## src/rtl/csw_pkg.sv

```systemverilog
package csw_pkg;
  localparam logic [2:0] SRC_RC4  = 3'd1;
  localparam logic [2:0] SRC_LRC  = 3'd2;
  localparam logic [2:0] SRC_OSC  = 3'd3;
  localparam logic [2:0] SRC_RC48 = 3'd4;
  localparam logic [2:0] SRC_PLL  = 3'd5;

  localparam logic [2:0] A_CMD  = 3'd0;
  localparam logic [2:0] A_MON  = 3'd1;
  localparam logic [2:0] A_FLAG = 3'd2;
  localparam logic [2:0] A_OSC  = 3'd3;
  localparam logic [2:0] A_TMO  = 3'd4;

  localparam int NSRC = 5;
  localparam int NFLG = 3;

  function automatic logic code_ok(input logic [2:0] c);
    return (c >= SRC_RC4) && (c <= SRC_PLL);
  endfunction

  function automatic logic pick_src(input logic [NSRC-1:0] v, input logic [2:0] c);
    logic r;
    case (c)
      3'd1: r = v[0];
      3'd2: r = v[1];
      3'd3: r = v[2];
      3'd4: r = v[3];
      3'd5: r = v[4];
      default: r = 1'b0;
    endcase
    return r;
  endfunction
endpackage

```

## src/rtl/csw_sync.sv

```systemverilog
module csw_sync #(
  parameter int STAGES = 2
) (
  input  logic clk,
  input  logic rst_n,
  input  logic d,
  output logic q
);
  logic [STAGES-1:0] sh_q;

  generate
    if (STAGES == 1) begin : g_one
      always_ff @(posedge clk or negedge rst_n) begin
        if (!rst_n) sh_q <= '0;
        else        sh_q <= d;
      end
    end else begin : g_chain
      always_ff @(posedge clk or negedge rst_n) begin
        if (!rst_n) sh_q <= '0;
        else        sh_q <= {sh_q[STAGES-2:0], d};
      end
    end
  endgenerate

  assign q = sh_q[STAGES-1];
endmodule

```

## src/rtl/csw_beatmon.sv

```systemverilog
module csw_beatmon #(
  parameter int TW     = 8,
  parameter int STAGES = 2
) (
  input  logic          clk,
  input  logic          rst_n,
  input  logic          en,
  input  logic [TW-1:0] tmo,
  input  logic          beat,
  output logic          stop_p,
  output logic          start_p
);
  logic          beat_s, prev_q, edge_w;
  logic [TW-1:0] cnt_q, cnt_d;
  logic          alive_q, alive_d;

  csw_sync #(.STAGES(STAGES)) u_sync (.clk(clk), .rst_n(rst_n), .d(beat), .q(beat_s));

  assign edge_w  = beat_s ^ prev_q;
  assign stop_p  = en && !edge_w && alive_q && (cnt_q == tmo);
  assign start_p = en && edge_w && !alive_q;

  always_comb begin
    cnt_d   = cnt_q;
    alive_d = alive_q;
    if (!en) begin
      cnt_d   = '0;
      alive_d = 1'b0;
    end else if (edge_w) begin
      cnt_d   = '0;
      alive_d = 1'b1;
    end else if (cnt_q != tmo) begin
      cnt_d = cnt_q + 1'b1;
    end else begin
      alive_d = 1'b0;
    end
  end

  always_ff @(posedge clk or negedge rst_n) begin
    if (!rst_n) begin
      prev_q  <= 1'b0;
      cnt_q   <= '0;
      alive_q <= 1'b0;
    end else begin
      prev_q  <= beat_s;
      cnt_q   <= cnt_d;
      alive_q <= alive_d;
    end
  end


  stop_kills_alive_chk: assert property (@(posedge clk) disable iff (!rst_n)
    stop_p |=> !alive_q);
endmodule

```

## src/rtl/csw_lockmon.sv

```systemverilog
module csw_lockmon #(
  parameter int STAGES = 2
) (
  input  logic clk,
  input  logic rst_n,
  input  logic en,
  input  logic lock,
  output logic unlock_p
);
  logic lock_s, prev_q;

  csw_sync #(.STAGES(STAGES)) u_sync (.clk(clk), .rst_n(rst_n), .d(lock), .q(lock_s));

  assign unlock_p = en && prev_q && !lock_s;

  always_ff @(posedge clk or negedge rst_n) begin
    if (!rst_n) prev_q <= 1'b0;
    else        prev_q <= lock_s;
  end
endmodule

```

## src/rtl/csw_regs.sv

```systemverilog
module csw_regs
  import csw_pkg::*;
#(
  parameter int          DW      = 8,
  parameter int          TW      = 8,
  parameter logic [7:0]  DEF_TMO = 8'd64
) (
  input  logic            clk,
  input  logic            rst_n,
  input  logic            unlock,
  input  logic            wr_en,
  input  logic [2:0]      wr_addr,
  input  logic [DW-1:0]   wr_data,
  input  logic [NFLG-1:0] flag_set,
  output logic            cmd_valid,
  output logic [2:0]      cmd_code,
  output logic [1:0]      mon_en,
  output logic [TW-1:0]   tmo,
  output logic [NFLG-1:0] flags,
  output logic            irq,
  output logic [2:0]      osc_freq,
  output logic            osc_bypass
);
  logic            wr_ok;
  logic [1:0]      en_q, en_d;
  logic [NFLG-1:0] ie_q, ie_d, flg_q, flg_d, clr_v;
  logic [TW-1:0]   tmo_q, tmo_d;
  logic [2:0]      frq_q, frq_d;
  logic            byp_q, byp_d;
  logic [2:0]      new_frq;

  assign wr_ok     = wr_en && unlock;
  assign cmd_code  = wr_data[2:0];
  assign cmd_valid = wr_ok && (wr_addr == A_CMD) && code_ok(wr_data[2:0]);
  assign new_frq   = wr_data[2:0];
  assign clr_v     = (wr_ok && wr_addr == A_FLAG) ? wr_data[NFLG-1:0] : '0;

  always_comb begin
    en_d  = en_q;
    ie_d  = ie_q;
    tmo_d = tmo_q;
    frq_d = frq_q;
    byp_d = byp_q;
    flg_d = (flg_q & ~clr_v) | flag_set;
    if (wr_ok) begin
      case (wr_addr)
        A_MON: begin
          en_d = wr_data[1:0];
          ie_d = wr_data[2+:NFLG];
        end
        A_OSC: begin
          if (new_frq <= 3'd5) begin
            frq_d = new_frq;
            byp_d = wr_data[3] | (new_frq >= 3'd3);
          end
        end
        A_TMO:   tmo_d = wr_data[TW-1:0];
        default: ;
      endcase
    end
  end

  always_ff @(posedge clk or negedge rst_n) begin
    if (!rst_n) begin
      en_q  <= '0;
      ie_q  <= '0;
      flg_q <= '0;
      tmo_q <= DEF_TMO[TW-1:0];
      frq_q <= '0;
      byp_q <= 1'b0;
    end else begin
      en_q  <= en_d;
      ie_q  <= ie_d;
      flg_q <= flg_d;
      tmo_q <= tmo_d;
      frq_q <= frq_d;
      byp_q <= byp_d;
    end
  end

  assign mon_en     = en_q;
  assign tmo        = tmo_q;
  assign flags      = flg_q;
  assign irq        = |(flg_q & ie_q);
  assign osc_freq   = frq_q;
  assign osc_bypass = byp_q;


  locked_write_chk: assert property (@(posedge clk) disable iff (!rst_n)
    !unlock |=> ($stable(en_q) && $stable(ie_q) && $stable(tmo_q) && $stable(frq_q) && $stable(byp_q)));

  sticky_flag_chk: assert property (@(posedge clk) disable iff (!rst_n)
    1'b1 |=> ((flg_q & $past(flg_q & ~clr_v)) == $past(flg_q & ~clr_v)));

  bypass_rule_chk: assert property (@(posedge clk) disable iff (!rst_n)
    (frq_q >= 3'd3) |-> byp_q);
endmodule

```

## src/rtl/csw_switch.sv

```systemverilog
module csw_switch
  import csw_pkg::*;
#(
  parameter int SW_WAIT = 256
) (
  input  logic            clk,
  input  logic            rst_n,
  input  logic            cmd_valid,
  input  logic [2:0]      cmd_code,
  input  logic [NSRC-1:0] src_ok,
  input  logic            osc_stop,
  input  logic            osc_start,
  input  logic            pll_unlock,
  output logic [2:0]      sel_o,
  output logic [2:0]      stat_o,
  output logic            busy_o,
  output logic            pll_rc_o
);
  localparam int WCW = $clog2(SW_WAIT + 1);
  localparam logic [WCW-1:0] WAIT_LAST = WCW'(SW_WAIT - 1);

  logic [2:0]     sel_q, sel_d, stat_q, tgt_q, tgt_d;
  logic           pend_q, pend_d, ret_q, ret_d, prc_q, prc_d;
  logic [WCW-1:0] wcnt_q, wcnt_d;
  logic           osc_fault, pll_fault, fault;

  assign osc_fault = osc_stop && (sel_q == SRC_OSC || sel_q == SRC_PLL);
  assign pll_fault = pll_unlock && (sel_q == SRC_PLL);
  assign fault     = osc_fault || pll_fault;

  always_comb begin
    sel_d  = sel_q;
    tgt_d  = tgt_q;
    pend_d = pend_q;
    ret_d  = ret_q;
    prc_d  = prc_q;
    wcnt_d = wcnt_q;
    if (fault) begin
      sel_d  = SRC_RC4;
      pend_d = 1'b0;
      ret_d  = osc_stop && (sel_q == SRC_OSC);
      if (sel_q == SRC_PLL) prc_d = 1'b1;
    end else if (osc_start && ret_q && !pend_q) begin
      sel_d = SRC_OSC;
      ret_d = 1'b0;
    end else if (cmd_valid) begin
      pend_d = 1'b1;
      tgt_d  = cmd_code;
      wcnt_d = '0;
      ret_d  = 1'b0;
    end else if (pend_q) begin
      if (pick_src(src_ok, tgt_q)) begin
        sel_d  = tgt_q;
        pend_d = 1'b0;
        prc_d  = 1'b0;
      end else if (wcnt_q == WAIT_LAST) begin
        pend_d = 1'b0;
      end else begin
        wcnt_d = wcnt_q + 1'b1;
      end
    end
  end

  always_ff @(posedge clk or negedge rst_n) begin
    if (!rst_n) begin
      sel_q  <= SRC_RC48;
      stat_q <= SRC_RC48;
      tgt_q  <= SRC_RC48;
      pend_q <= 1'b0;
      ret_q  <= 1'b0;
      prc_q  <= 1'b0;
      wcnt_q <= '0;
    end else begin
      sel_q  <= sel_d;
      stat_q <= sel_q;
      tgt_q  <= tgt_d;
      pend_q <= pend_d;
      ret_q  <= ret_d;
      prc_q  <= prc_d;
      wcnt_q <= wcnt_d;
    end
  end

  assign sel_o    = sel_q;
  assign stat_o   = stat_q;
  assign busy_o   = pend_q || (stat_q != sel_q);
  assign pll_rc_o = prc_q;


  honour_ready_only_chk: assert property (@(posedge clk) disable iff (!rst_n)
    ($past(pend_q) && !$past(fault) && (sel_q != $past(sel_q))) |-> pick_src($past(src_ok), sel_q));

  osc_fallback_chk: assert property (@(posedge clk) disable iff (!rst_n)
    (osc_stop && sel_q == SRC_OSC) |=> (sel_q == SRC_RC4));

  pll_fallback_chk: assert property (@(posedge clk) disable iff (!rst_n)
    (pll_unlock && sel_q == SRC_PLL) |=> (sel_q == SRC_RC4 && prc_q));
endmodule

```

## src/rtl/clk_failsafe_sw.sv

```systemverilog
module clk_failsafe_sw
  import csw_pkg::*;
#(
  parameter int         SW_WAIT = 256,
  parameter int         TW      = 8,
  parameter logic [7:0] DEF_TMO = 8'd64,
  parameter int         STAGES  = 2
) (
  input  logic       clk,
  input  logic       rst_n,
  input  logic       cfg_unlock,
  input  logic       wr_en,
  input  logic [2:0] wr_addr,
  input  logic [7:0] wr_data,
  input  logic [4:0] src_act,
  input  logic [4:0] src_rdy,
  input  logic       osc_beat,
  input  logic       pll_lock,
  output logic [2:0] sys_sel,
  output logic [2:0] sys_stat,
  output logic       sw_busy,
  output logic       pll_on_rc,
  output logic [2:0] flags,
  output logic       irq,
  output logic [2:0] osc_freq,
  output logic       osc_bypass
);
  logic            rst_s_n;
  logic            cmd_valid;
  logic [2:0]      cmd_code;
  logic [1:0]      mon_en;
  logic [TW-1:0]   tmo;
  logic            osc_stop, osc_start, pll_unlock;
  logic [NFLG-1:0] flag_set;

  csw_sync #(.STAGES(2)) u_rst (.clk(clk), .rst_n(rst_n), .d(1'b1), .q(rst_s_n));

  assign flag_set = {pll_unlock, osc_start, osc_stop};

  csw_regs #(.DW(8), .TW(TW), .DEF_TMO(DEF_TMO)) u_regs (
    .clk(clk), .rst_n(rst_s_n), .unlock(cfg_unlock), .wr_en(wr_en),
    .wr_addr(wr_addr), .wr_data(wr_data), .flag_set(flag_set),
    .cmd_valid(cmd_valid), .cmd_code(cmd_code), .mon_en(mon_en), .tmo(tmo),
    .flags(flags), .irq(irq), .osc_freq(osc_freq), .osc_bypass(osc_bypass)
  );

  csw_beatmon #(.TW(TW), .STAGES(STAGES)) u_oscmon (
    .clk(clk), .rst_n(rst_s_n), .en(mon_en[0]), .tmo(tmo), .beat(osc_beat),
    .stop_p(osc_stop), .start_p(osc_start)
  );

  csw_lockmon #(.STAGES(STAGES)) u_pllmon (
    .clk(clk), .rst_n(rst_s_n), .en(mon_en[1]), .lock(pll_lock), .unlock_p(pll_unlock)
  );

  csw_switch #(.SW_WAIT(SW_WAIT)) u_sw (
    .clk(clk), .rst_n(rst_s_n), .cmd_valid(cmd_valid), .cmd_code(cmd_code),
    .src_ok(src_act & src_rdy), .osc_stop(osc_stop), .osc_start(osc_start),
    .pll_unlock(pll_unlock), .sel_o(sys_sel), .stat_o(sys_stat),
    .busy_o(sw_busy), .pll_rc_o(pll_on_rc)
  );


  no_flag_when_off_chk: assert property (@(posedge clk) disable iff (!rst_s_n)
    (mon_en == 2'b00) |-> (flag_set == '0));
endmodule

```

## config.mk

```make
export PLATFORM = sky130hd
export DESIGN_NAME = clk_failsafe_sw
export DESIGN_NICKNAME = d
export VERILOG_FILES = /design/src/rtl/csw_pkg.sv /design/src/rtl/csw_sync.sv /design/src/rtl/csw_beatmon.sv /design/src/rtl/csw_lockmon.sv /design/src/rtl/csw_regs.sv /design/src/rtl/csw_switch.sv /design/src/rtl/clk_failsafe_sw.sv
export SDC_FILE = /design/constraint.sdc
export NUM_CORES = 1
export LEC_CHECK = 0
export ABC_AREA = 1
export BUFFER_PORTS_ARGS = -buffer_cell sky130_fd_sc_hd__buf_2
export CAP_MARGIN = 10
export CORE_ASPECT_RATIO = 1.25
export CORE_MARGIN = 4
export CORE_UTILIZATION = 40
export DETAILED_ROUTE_END_ITERATION = 8
export SLEW_MARGIN = 10
export SYNTH_ARGS = -nofsm -noshare
export SYNTH_HDL_FRONTEND = slang
export SYNTH_SLANG_ARGS = --single-unit
```

## constraint.sdc

```tcl
create_clock -name clk -period 2.1 [get_ports clk]
set_input_delay 0.21 -clock clk [delete_from_list [all_inputs] [get_ports clk]]
set_output_delay 0.21 -clock clk [all_outputs]
set_load 0.02 [all_outputs]
```

-- Word level (Yosys, flattened, before mapping)
Cells that the tools add are included.
- memories: 0
- word-level logic and storage cells: 132
- bits in registers: 58
- ROM bits: 0
- input bits: 27
- bits in latches: 0
- memory bits (writable): 0
- eq/ne operators: 23
- div/mod/pow operators: 0
- multiply operators: 0
- multiplexer cells: 36
- bitwise gates (word level): 9
- reduce and logical (&&, ||, !) cells: 39
- order comparisons: 3
- shifts and indexed selects: 0
- add/sub/neg operators: 2
- operators with widths (kind ; count):
    $mux 9 ; 4
    $mux 8 ; 3
    $mux 1 ; 22
    $mux 3 ; 6
    $logic_and 1x1->1 ; 17
    $eq 3x2->1 const B ; 5
    $eq 3x3->1 const B ; 4
    $reduce_and 5->1 ; 2
    $add 9x1->9 const B ; 1
    $eq 9x8->1 const B ; 1
    $reduce_and 3->1 ; 3
    $reduce_bool 3->1 ; 3
    $add 8x1->8 const B ; 1
    $eq 8x8->1 ; 1
    $ne 8x8->1 ; 1
    $and 3x3->3 ; 2
    $eq 3x1->1 const B ; 2
    $ne 2x2->1 const B ; 3
    $ne 3x1->1 const B ; 2
    $reduce_bool 2->1 ; 3
    $and 5x5->5 ; 1
    $pmux 1 s5 ; 1
    $logic_not 1->1 ; 4
    $ne 2x1->1 const B ; 2
    other kinds (14) ; 18

-- Longest topological paths before layout
Gate-level depths: netlist (run 1).
- depth in word-level cells: 13
- mapped depth: 13
- depth with buffers taken out: 12

-- Modules after synthesis
From an unflattened synthesis (run 1), not the netlist that was laid out.
- cell total of the unflattened synthesis: 403
- area total of the unflattened synthesis: 3214.3 um2
- modules (own cells, without submodules) (module ; cells an instance ; instances ; area an instance (um2) ; seq. area each (um2)):
    csw_switch ; 159 ; 1 ; 1218.7 ; 529.3
    csw_regs ; 106 ; 1 ; 948.4 ; 501.7
    csw_beatmon ; 118 ; 1 ; 820.8 ; 250.2
    csw_sync ; 2 ; 3 ; 50.0 ; 50.0
    clk_failsafe_sw ; 11 ; 1 ; 41.3 ; 0.0
    csw_lockmon ; 3 ; 1 ; 35.0 ; 25.0

-- Least setup slack after synthesis (run 1)
OpenSTA, ideal clock, no wires.
- path type: register to register
- from: reg u_sw.wcnt_q[0]
- to: reg u_sw.wcnt_q[1]
- required time: 2.034 ns
- data arrival time: 1.736 ns
- slack: 0.298 ns
- path buffers: 0
- cell stages (with the launch flop): 13
- setup time: 0.066 ns
- cell sequence: dfrtp_1 ha_1 nand3_1 nor2_1 nand2_1 nor3b_1 ha_1 nor2_1 nand2_1 nand2_1 nand3_4 nand2_1 nand2_1
- word-level cells in the longest chain between the ends: 5
- elaborated cells between the ends (all ways): 8
- those cells by class: add/sub: 1; eq/ne: 2; mux: 4; reduce/logical: 1
- ends and longest elaborated chain (element ; line ; text):
    start, declared ; csw_switch.sv:24 ; logic [WCW-1:0] wcnt_q, wcnt_d;
    start signal, assigned ; csw_switch.sv:80 ; wcnt_q <= wcnt_d;
    $add 9x1->9 ; csw_switch.sv:59 ; wcnt_d = wcnt_q + 1'b1;
    $mux 9 ; csw_switch.sv:56 ; end else if (wcnt_q == WAIT_LAST) begin
    $mux 9 ; csw_switch.sv:52 ; if (pick_src(src_ok, tgt_q)) begin
    $mux 9 ; csw_switch.sv:51 ; end else if (pend_q) begin
    $mux 9 ; csw_switch.sv:46 ; end else if (cmd_valid) begin
Several ways; a longest one is shown, not always the timed one. The select of a mux whose other input is x is not followed.
A chain may end at the register's enable or synchronous reset.

-- Worst setup path after layout (run 1)
- from: reg u_sw.wcnt_q[0]
- to: reg u_sw.wcnt_q[8]
The elaborated chain is that of the path after synthesis.

==> results.toml, run 1 <==
[critical_path]
cp-start-kind = "register"
criticalPathCategory = "register to register"
cp_max_fo = 9
required_ns = 2.33
end_kind = "register"
crit_arrival_ns = 2.13
reg2regPathDepth = 12

[power_and_ir_drop]
cellPowerDensity_nw_per_um2 = 1030
p_leak_uw = 0.00174
p_sw_share_pct = 34.2
p_int_uw = 2370
power_frac_clock_pct = 32.6
comb_power_share_pct = 25.1
p_switching_uw = 1230
seq_power_share_pct = 42.3
vdd_ir_drop_max_v = 0.000468
power_uw = 3600

[detailed_routing]
drt-total-wl_um = 6600
post_drt_wl_per_cell_um = 12.9
drtIter0Drc = 124
via_per_inst = 4.90
drc_errors = 0
vias = 2501
postRouteAntennaNets = 0
dr.pass1.iters = 4

[run]
cap_violations = 0

[worst_hold_path]
hold_path.class = "primary input to register"
holdPathStages = 3

[timing]
fin_skew_ns = 0.0148
rsz0062_at_grt = "false"
period_share_pct = 90.1
fin_tns_setup_ns = 0
max_freq_mhz = 528
relSlewSlack_pct = 65.9
finalWorstPathRequiredPeriod_ns = 1.89
finalMaxSlewViolations = 0
hold_violations = 0
setup_violations = 0
setup_slack_ns = 0.208
tightest_slew_ns = 0.511

[die]
initial_core_util_pct = 41.3
die_width_um = 83.9
ios = 43
coreArea_um2 = 6980
rows = 34
dieArea_um2 = 8630
dieHeight_um = 103

[synthesis]
synth.ff_latch_count = 58
synth_fa_ha_area_share_pct = 1.30
synth_top_family_by_area = "simple AND/OR/NAND/NOR gates"
yosys_warnings = 0
synth_area_leaders = "dfrtp_1 (47%), nand2_1 (14%), inv_1 (5.0%)"
synthMuxAreaShare_pct = 0
yosysTopAreaCell = "dfrtp_1"
syn_area_per_cell_um2 = 8.05
synth_simple_gate_area_share_pct = 30.8
synth_compound_area_share_pct = 7.21
yosys.cell_types.count = 30
synthesis.nets = 388
synthFlopType = "dfrtp_1"
synthArstFlopShare_pct = 100
syn_area_um2 = 2880
ys_seq_area_share_pct = 50.6
synthDominantCellAreaShare_pct = 46.9
synth_edf_count = 0
netlist_instances = 358
synth-xor-area-share_pct = 3.34

[cts]
cts_max_level = 3
clk_path_buf_depth = 2
cts_root_buf = "clkbuf_8"
clk_pin_slew_ns = 0.08
cts_made_buffers = 9
clock-sinks = 58
clk_latency_ns = 0.35
cts_tree = "built"

[placement]
dpl_cell_area_um2 = 3210
gp_congestion = 0.840
dp_slack_ns = 0.0650
io_buffers = 42
dp_hpwl_um = 4750

[grt]
grtUsageTotal_pct = 16.4
antenna_found_initial = 0
grt_pass1_vias = 2402
grt_max_degree = 36
grt_pass1_wl_um = 11100
grt_overflow_total = 0

[cells_and_area]
final_nets = 445
multiInputGateArea_um2 = 1260
stdcell_area_um2 = 3510
drive_above_1_share_pct = 20.5
syn2layout_area_growth_pct = 21.9
fillers = 705
seq_area_um2 = 1460
antennaDiodeCount = 0

[run_status]
status = "finished, final reports clean"
## area by class of cell
class / instances / share of cell area [%]
Clock inverter: 7 / 2.89
Tap cell: 90 / 3.21
Timing Repair Buffer: 50 / 8.27
Inverter: 43 / 4.60
Multi-Input combinational cell: 253 / 36.0
Sequential cell: 58 / 41.5
Clock buffer: 9 / 3.53
## state kept, by name, summed over array words and instances (netlist names)
name,count
u_regs.mon_en,2
u_regs.tmo,8
u_sw.ret_q,1
u_oscmon.cnt_q,8
u_sw.pll_rc_o,1
u_pllmon.prev_q,1
u_regs.ie_q,3
u_rst.sh_q,2
u_oscmon.alive_q,1
u_regs.osc_bypass,1
u_sw.pend_q,1
u_sw.stat_o,3
u_regs.flags,3
u_sw.sel_o,3
u_oscmon.prev_q,1
u_sw.tgt_q,3
u_pllmon.u_sync.sh_q,2
u_regs.osc_freq,3
u_sw.wcnt_q,9
u_oscmon.u_sync.sh_q,2
## logic make-up (layout without fill, tap and decap cells)
logic type	after synthesis	count (layout)
AOI/OAI and AO/OA	40	40
adders and majority gates	3	3
xor gates and xnor gates	11	11
buffers and inverters	48	109
and+or+nand+nor	197	198
other	1	1
DFF	58	58
## per-layer routing
| layer | share of wire [%] | up-vias | wire length, um | global-route usage, % |
|---|---|---|---|---|
| li1 | - | 1273 | - | - |
| met1 | 44 | 1177 | 2880 | 20.2 |
| met2 | 51 | 44 | 3370 | 27.3 |
| met3 | 4.0 | 7 | 266 | 4.16 |
| met4 | 1.3 | 0 | 86 | 7.43 |
| met5 | 0 | - | 0 | 0 |
## cell usage after synthesis, types with 4 or more instances
library cell and n:
nand4_1 18, nor3_1 4, nand3_1 20, xor2_1 6
dfstp_2 4, a21oi_1 9, xnor2_1 5, nand2_1 111
inv_1 38, o21ai_0 26, inv_2 4, dfrtp_1 54
nor2_1 30
## layout by cell type (no fill, tap or decap)
cell,Yosys,final
inv_2,4,4
nand4_1,18,18
xor2_1,6,6
bufinv_16,0,2
clkinvlp_4,0,2
dlygate4sd3_1,0,3
clkinv_1,1,1
dfrtp_1,54,53
nor2_1,30,30
a31oi_1,1,1
nand2_4,0,1
a21oi_1,9,9
inv_1,38,38
nand2_2,3,3
nand2_1,111,110
nand3_2,2,2
buf_2,3,42
conb_1,1,1
nor3b_2,0,1
clkbuf_8,0,9
nor2_4,1,1
or2_2,1,1
ha_1,3,3
buf_12,0,1
o22ai_1,3,3
dfrtp_2,0,1
nor3b_1,3,2
dfstp_2,4,4
clkinv_4,0,1
inv_6,0,2
a211oi_1,1,1
xnor2_1,5,5
nand3_4,1,2
nor3_1,4,4
nor2_2,2,2
buf_4,0,4
nor3_4,1,1
o21ai_0,26,26
nand3_1,20,20
## worst max-delay path, stage by stage (launching register included)
cell and delay [ns]:
dfrtp_1 0.41, ha_1 0.23, nand3_1 0.10, nor2_1 0.06, nand2_1 0.10, nor3b_2 0.06
ha_1 0.17, nor2_1 0.09, nand2_1 0.13, nand2_4 0.16, nand3_4 0.12, nand2_1 0.10
nand2_1 0.05
## what timing repair did
action	in CTS	in global routing
hold buffers	3	0
hold endpoints to repair	4	0
setup buffers	0	2
resized for setup	0	4
setup endpoints to repair	0	10
## per-stage QoR
stage          hold WS, ns  cells  utilization [%]
3_3_place_gp      -0.00338    488             46.0
2_1_floorplan      -0.0856    358                -
6_report            0.0929    510             50.3
5_1_grt              0.130    510             50.3
3_5_place_dp      -0.00228    488             46.0
4_1_cts             0.0809    507             49.7
## power groups by stage
stage	logic [uW]	registers, uW	clock network (uW)
after CTS	867	1530	1210
after global placement	845	1540	0
after detailed placement	857	1550	0
after global routing	1020	1550	1260
after floorplan	494	1620	0
final	904	1520	1170
## worst paths after layout
| kind | start | endpoint | slack [ns] |
|---|---|---|---|
| min reg2reg | u_rst.sh_q[1] | u_regs.osc_bypass | 0.24 |
| min | wr_data[6] | u_regs.tmo[6] | 0.09 |
| min in group asynchronous | rst_n | u_rst.sh_q[1] | 0.17 |
| max in group asynchronous | u_rst.sh_q[1] | u_regs.tmo[6] | 1.24 |
| max | u_sw.wcnt_q[0] | u_sw.wcnt_q[8] | 0.21 |
| max reg2reg | u_sw.wcnt_q[0] | u_sw.wcnt_q[8] | 0.21 |
(Power assumes the default switching activity.)
==> run 2: changes to the inputs <==
--- a/config.mk
+++ b/config.mk
@@ -15,4 +15,5 @@
 export SLEW_MARGIN = 10
 export SYNTH_ARGS = -nofsm -noshare
 export SYNTH_HDL_FRONTEND = slang
+export SYNTH_HIERARCHICAL = 1
 export SYNTH_SLANG_ARGS = --single-unit
==> constraint.sdc (replaced) <==
create_clock -name clk -period 2.35 [get_ports clk]
set_input_delay 0.235 -clock clk [delete_from_list [all_inputs] [get_ports clk]]
set_output_delay 0.235 -clock clk [all_outputs]
set_load 0.02 [all_outputs]
==> run 2 against run 1 <==
Combinational power fell by 5.9%. Area after synthesis grew 12%. Via count up 4.2%. Sequential cell count stayed put. Global-route usage fell by 0.89 points. Synthesized cell count grew 13%. Fmax shrank 11%. First-iteration DRC count unchanged. Sequential share of layout area shrank 2.3 points. Core utilization shrank 2.9 points. Critical path type unchanged.
==> results.toml, run 2 <==
[synthesis]
syn_area_um2 = 3210
yosys.cell_types.count = 34
synth_common_cells = "nand2_1 (138), dfrtp_1 (54), inv_1 (52)"
synth_area_leaders = "dfrtp_1 (42%), nand2_1 (16%), nand3_1 (6.2%)"
synthArstFlopShare_pct = 100
synthDominantCellAreaShare_pct = 42.0
syn_area_per_cell_um2 = 7.98
synth_most_common_cell = "nand2_1"
yosys_warnings = 6
netlist_instances = 403
synthFlopType = "dfrtp_1"
yosysTopAreaCell = "dfrtp_1"
synth_edf_count = 0
ys_seq_area_share_pct = 45.3
synthesis.nets = 433
synth.ff_latch_count = 58

[grt]
grt_max_degree = 30
grtUsageTotal_pct = 15.5
antenna_found_initial = 0
grt_overflow_total = 0
grt_pass1_wl_um = 11600
grt_pass1_vias = 2549

[die]
rows = 36
coreArea_um2 = 7840
initial_core_util_pct = 41.0
dieHeight_um = 108
die_width_um = 88.2
dieArea_um2 = 9540
ios = 43

[cts]
cts_max_level = 3
clk_latency_ns = 0.34
cts_root_buf = "clkbuf_8"
cts_made_buffers = 9
clk_path_buf_depth = 2
clk_pin_slew_ns = 0.07
post_cts_resized = 0
clock-sinks = 58
cts_hold_buf = 3
cts_tree = "built"
cts_setup_buffers = 0

[power_and_ir_drop]
p_sw_share_pct = 37.6
cellPowerDensity_nw_per_um2 = 822
comb_power_share_pct = 27.9
p_leak_uw = 0.00196
vdd_ir_drop_max_v = 0.000402
p_switching_uw = 1150
p_int_uw = 1910
seq_power_share_pct = 45.2
power_frac_clock_pct = 27.0

[detailed_routing]
drt-total-wl_um = 6680
drtIter0Drc = 124
via_per_inst = 4.70
drc_errors = 0
post_drt_wl_per_cell_um = 12.0
dr.pass1.iters = 4
postRouteAntennaNets = 0
vias = 2606

[cells_and_area]
syn2layout_area_growth_pct = 15.6
final_nets = 485
drive_above_1_share_pct = 22.8
final_core_util_pct = 47.4
top_register = "u_sw/wcnt_q"
final_cell_mix = "nand2_1 (138), dfrtp_1 (53), inv_1 (52)"
antennaDiodeCount = 0
fillers = 817
largest_reg_flops = 9
final_common_cell = "nand2_1"

[timing]
setup_violations = 0
finalWorstPathRequiredPeriod_ns = 2.14
tightest_slew_ns = 0.671
fin_tns_setup_ns = 0
hold_violations = 0
finalMaxSlewViolations = 0
fin_skew_ns = 0.0123
relSlewSlack_pct = 55.3
period_share_pct = 90.9
max_freq_mhz = 468
rsz0062_at_grt = "false"

[run]
cap_violations = 0

[critical_path]
crit_top_cell = "nand2_1"
cp-start-kind = "register"
reg2regPathDepth = 14
crit_slowest_cell = "dfstp_2"
crit_arrival_ns = 2.36
criticalPathCategory = "register to register"
cp_max_fo = 15
crit_chain = "xnor2_1, nand2_1, nor2_8, nand2_2, nor2_1, nand2_1, inv_1, nand2_2, nand3_4, inv_4, nand2_8, nand2_4, nand2_1, nand2_1"
required_ns = 2.58
end_kind = "register"
critical-path-max-stage-delay_ns = 0.55

[worst_hold_path]
hold_path.class = "primary input to register"
holdPathStages = 3

[placement]
io_buffers = 42
dp_hpwl_um = 5050
gp_congestion = 0.857

[run_status]
status = "finished, final reports clean"
[run 2: critical path, delay by kind of cell, from the launching register on]
kind	cells	cell delay, ns
DFF	1	0.55
buffers and inverters	2	0.14
xor gates and xnor gates	1	0.11
and+or+nand+nor	11	1.22
[run 2: path summary, 6_finish.rpt]
kind                                    start            endpoint  slack (ns)
max in group asynchronous       u_rst/sh_q[1]       u_regs/tmo[6]        1.39
worst min register to register  u_rst/sh_q[1]  u_regs/osc_freq[1]        0.31
min in group asynchronous               rst_n       u_rst/sh_q[1]        0.20
worst max register to register  u_regs/tmo[6]      u_sw/wcnt_q[8]        0.21
worst max-delay path            u_regs/tmo[6]      u_sw/wcnt_q[8]        0.21
worst min-delay path               wr_data[6]       u_regs/tmo[6]        0.12
[run 2: power by group through the flow]
stage	combinational (uW)	sequential, uW	clock (uW)
3_3_place_gp	846	1400	0
6_report	851	1380	824
5_1_grt	952	1410	901
4_1_cts	863	1390	851
2_1_floorplan	523	1470	0
3_5_place_dp	858	1400	0
[run 2: routing by layer]
metal	GRT usage [%]	part of all wire, %
met1	18.8	44
met2	26.3	51
met4	5.18	1.6
met5	0	0
met3	4.12	3.6
[run 2: through the flow]
| step | hold WS, ns | setup slack, ns | total power (uW) | cell area [um2] | std cells |
|---|---|---|---|---|---|
| after detailed placement | 0.0210 | 0.220 | 2260 | 3510 | 536 |
| after global placement | 0.0205 | 0.280 | 2240 | 3510 | 536 |
| after global routing | 0.107 | 0.0290 | 3270 | 3720 | 555 |
| after CTS | 0.113 | 0.200 | 3100 | 3720 | 555 |
| after floorplan | -0.0606 | 0.406 | 1990 | 3210 | 403 |
| final | 0.115 | 0.214 | 3060 | 3720 | 555 |
[run 2: logic make-up (layout without fill, tap and decap cells)]
family	Yosys count	in the layout	share of synthesized area [%]
xor+xnor	8	8	2.65
other cells	1	1	0.117
compound gates	24	24	5.10
simple gates	247	247	36.8
flops	58	58	45.3
fa+ha+maj	3	3	1.17
buf+inv	62	119	8.87
[run 2: area by class of cell]
type / count / area, um2 / share of cell area, %
multi-input combinational: 283 / 1470 / 39.6
sequential: 58 / 1460 / 39.2
timing repair buffer: 49 / 283 / 7.61
inverter: 54 / 205 / 5.52
clock buffer: 9 / 124 / 3.33
tap: 95 / 119 / 3.20
clock inverter: 7 / 55.1 / 1.48
==> run 3: changes to the inputs <==
--- a/config.mk
+++ b/config.mk
@@ -10,8 +10,9 @@
 export CAP_MARGIN = 10
 export CORE_ASPECT_RATIO = 1.25
 export CORE_MARGIN = 4
-export CORE_UTILIZATION = 40
+export CORE_UTILIZATION = 50
 export DETAILED_ROUTE_END_ITERATION = 8
+export PLACE_DENSITY = 0.76
 export SLEW_MARGIN = 10
 export SYNTH_ARGS = -nofsm -noshare
 export SYNTH_HDL_FRONTEND = slang
==> run 3 against run 2 <==
Wire length down 2.7%. Die area down 18%. Clock power up 27%. Hold slack worse by 0.012 ns. Count of clock-buffer cells in the layout unchanged. Clock skew up 0.00071 ns. Largest cell class unchanged.
==> results.toml, run 3 (synthesis gave the netlist of run 2 again) <==
[critical_path]
crit_arrival_ns = 2.34
cp-start-kind = "register"
crit_chain = "xnor2_2, nand2_2, nor2_8, nand2_2, nor2_1, nand2_1, inv_1, nand2_2, nand3_4, inv_4, nand2_8, nand2_4, nand2_1, nand2_1"
required_ns = 2.58
r2r_slack_ns = 0.24
critical-path-max-stage-delay_ns = 0.47
cp_max_fo = 15
crit_slowest_cell = "dfrtp_1"
criticalPathCategory = "register to register"
end_kind = "register"

[power_and_ir_drop]
p_switching_uw = 1160
seq_power_share_pct = 41.7
cellPowerDensity_nw_per_um2 = 878
power_frac_clock_pct = 31.9
comb_power_share_pct = 26.4
p_leak_uw = 0.00198
p_int_uw = 2140
p_sw_share_pct = 35.2
vdd_ir_drop_max_v = 0.000511

[die]
coreArea_um2 = 6210
die_width_um = 79.7
dieHeight_um = 97.6
initial_core_util_pct = 51.8
rows = 32
ios = 43
dieArea_um2 = 7780

[cells_and_area]
fillers = 528
final_nets = 485
final_core_util_pct = 60.6
drive_above_1_share_pct = 23.3
antennaDiodeCount = 0
largest_reg_flops = 9
final_cell_mix = "nand2_1 (138), inv_1 (52), dfrtp_1 (52)"
stdcell_area_um2 = 3760
syn2layout_area_growth_pct = 16.9
top_register = "u_sw/wcnt_q"
final_common_cell = "nand2_1"

[detailed_routing]
drtIter0Drc = 144
dr.pass1.iters = 4
postRouteAntennaNets = 0
drt-total-wl_um = 6500
vias = 2689
drc_errors = 0
via_per_inst = 4.93
post_drt_wl_per_cell_um = 11.9

[placement]
io_buffers = 42
dpl_cell_area_um2 = 3480
gp_congestion = 0.869
dp_hpwl_um = 4710

[timing]
setup_violations = 0
whs_ns = 0.103
max_freq_mhz = 474
finalWorstPathRequiredPeriod_ns = 2.11
fin_skew_ns = 0.0130
finalMaxSlewViolations = 0
tightest_slew_ns = 0.640
hold_violations = 0
relSlewSlack_pct = 57.3
period_share_pct = 89.8

[cts]
clk_path_buf_depth = 2
cts_made_buffers = 9
cts_max_level = 3
clk_pin_slew_ns = 0.07
cts_root_buf = "clkbuf_8"
cts_tree = "built"
clk_latency_ns = 0.35
clock-sinks = 58

[grt]
use_met2_pct = 32.0
grtUsageTotal_pct = 18.5
grt_util_met1_pct = 21.9
grt_pass1_wl_um = 11500
grt_overflow_total = 0
grt_max_degree = 30
antenna_found_initial = 0
use_met3_pct = 3.71
grt_pass1_vias = 2623
grt.busiest_layer = "met2"

[run]
cap_violations = 0

[worst_hold_path]
hold_path.class = "primary input to register"

[run_status]
status = "finished, final reports clean"
-- run 3: changes by cell type in the layout (fill, tap and decap cells not counted), sizes merged --
cell    change
bufinv      +2
clkinv      -3
inv         +1
-- run 3: worst max-delay path, delay by kind of cell (launching register included) --
kind          cells  cell delay [ns]
simple gates     11             1.17
flops             1             0.47
buf+inv           2             0.14
xor+xnor          1             0.20
-- run 3: timing repair --
action | in CTS | in global routing
setup endpoints to repair | 0 | 8
endpoints found under the hold margin | 4 | 0
buffers inserted | 0 | 2
resized for setup | 0 | 2
hold buffers | 3 | 0
-- run 3: metal layers --
layer	vias to the layer above	part of all wire [%]
met5	-	0
met4	0	1.9
met3	11	3.2
met2	49	53
met1	1258	42
li1	1371	-
-- run 3: through the flow --
step	worst slack, ns	setup TNS, ns	instances	total power [uW]
CTS	0.207	0	543	3310
global placement	0.277	0	524	2230
floorplan	0.406	0	403	1990
finish	0.241	0	545	3300
detailed placement	0.232	0	524	2250
global route	-0.0122	-0.0250	545	3500
-- run 3: layout make-up --
| class | instances | area (um2) | area share, % |
|---|---|---|---|
| well taps | 85 | 106 | 2.83 |
| clock inverters | 7 | 101 | 2.70 |
| repair buffers | 49 | 283 | 7.52 |
| clock buffers | 9 | 124 | 3.30 |
| inverters | 54 | 205 | 5.46 |
| multi-input cells | 283 | 1480 | 39.4 |
| flip-flops and latches | 58 | 1460 | 38.8 |
-- run 3: worst paths after layout --
kind / from / to / depth (start not counted)
worst max-delay path: u_oscmon/cnt_q[2] / u_sw/wcnt_q[7] / 14
worst min-delay path: wr_data[6] / u_regs/tmo[6] / 3
worst max register to register: u_oscmon/cnt_q[2] / u_sw/wcnt_q[7] / 14
worst min register to register: u_rst/sh_q[1] / u_regs/tmo[2] / 0
max in group asynchronous: u_rst/sh_q[1] / u_sw/sel_o[2] / 1
min in group asynchronous: rst_n / u_rst/sh_q[1] / 2
-- run 3: power groups by stage --
| stage | sequential (uW) | clock (uW) | combinational (uW) |
|---|---|---|---|
| floorplan | 1470 | 0 | 523 |
| global placement | 1390 | 0 | 840 |
| detailed placement | 1400 | 0 | 855 |
| CTS | 1380 | 1070 | 863 |
| global route | 1410 | 1110 | 973 |
| finish | 1380 | 1050 | 873 |
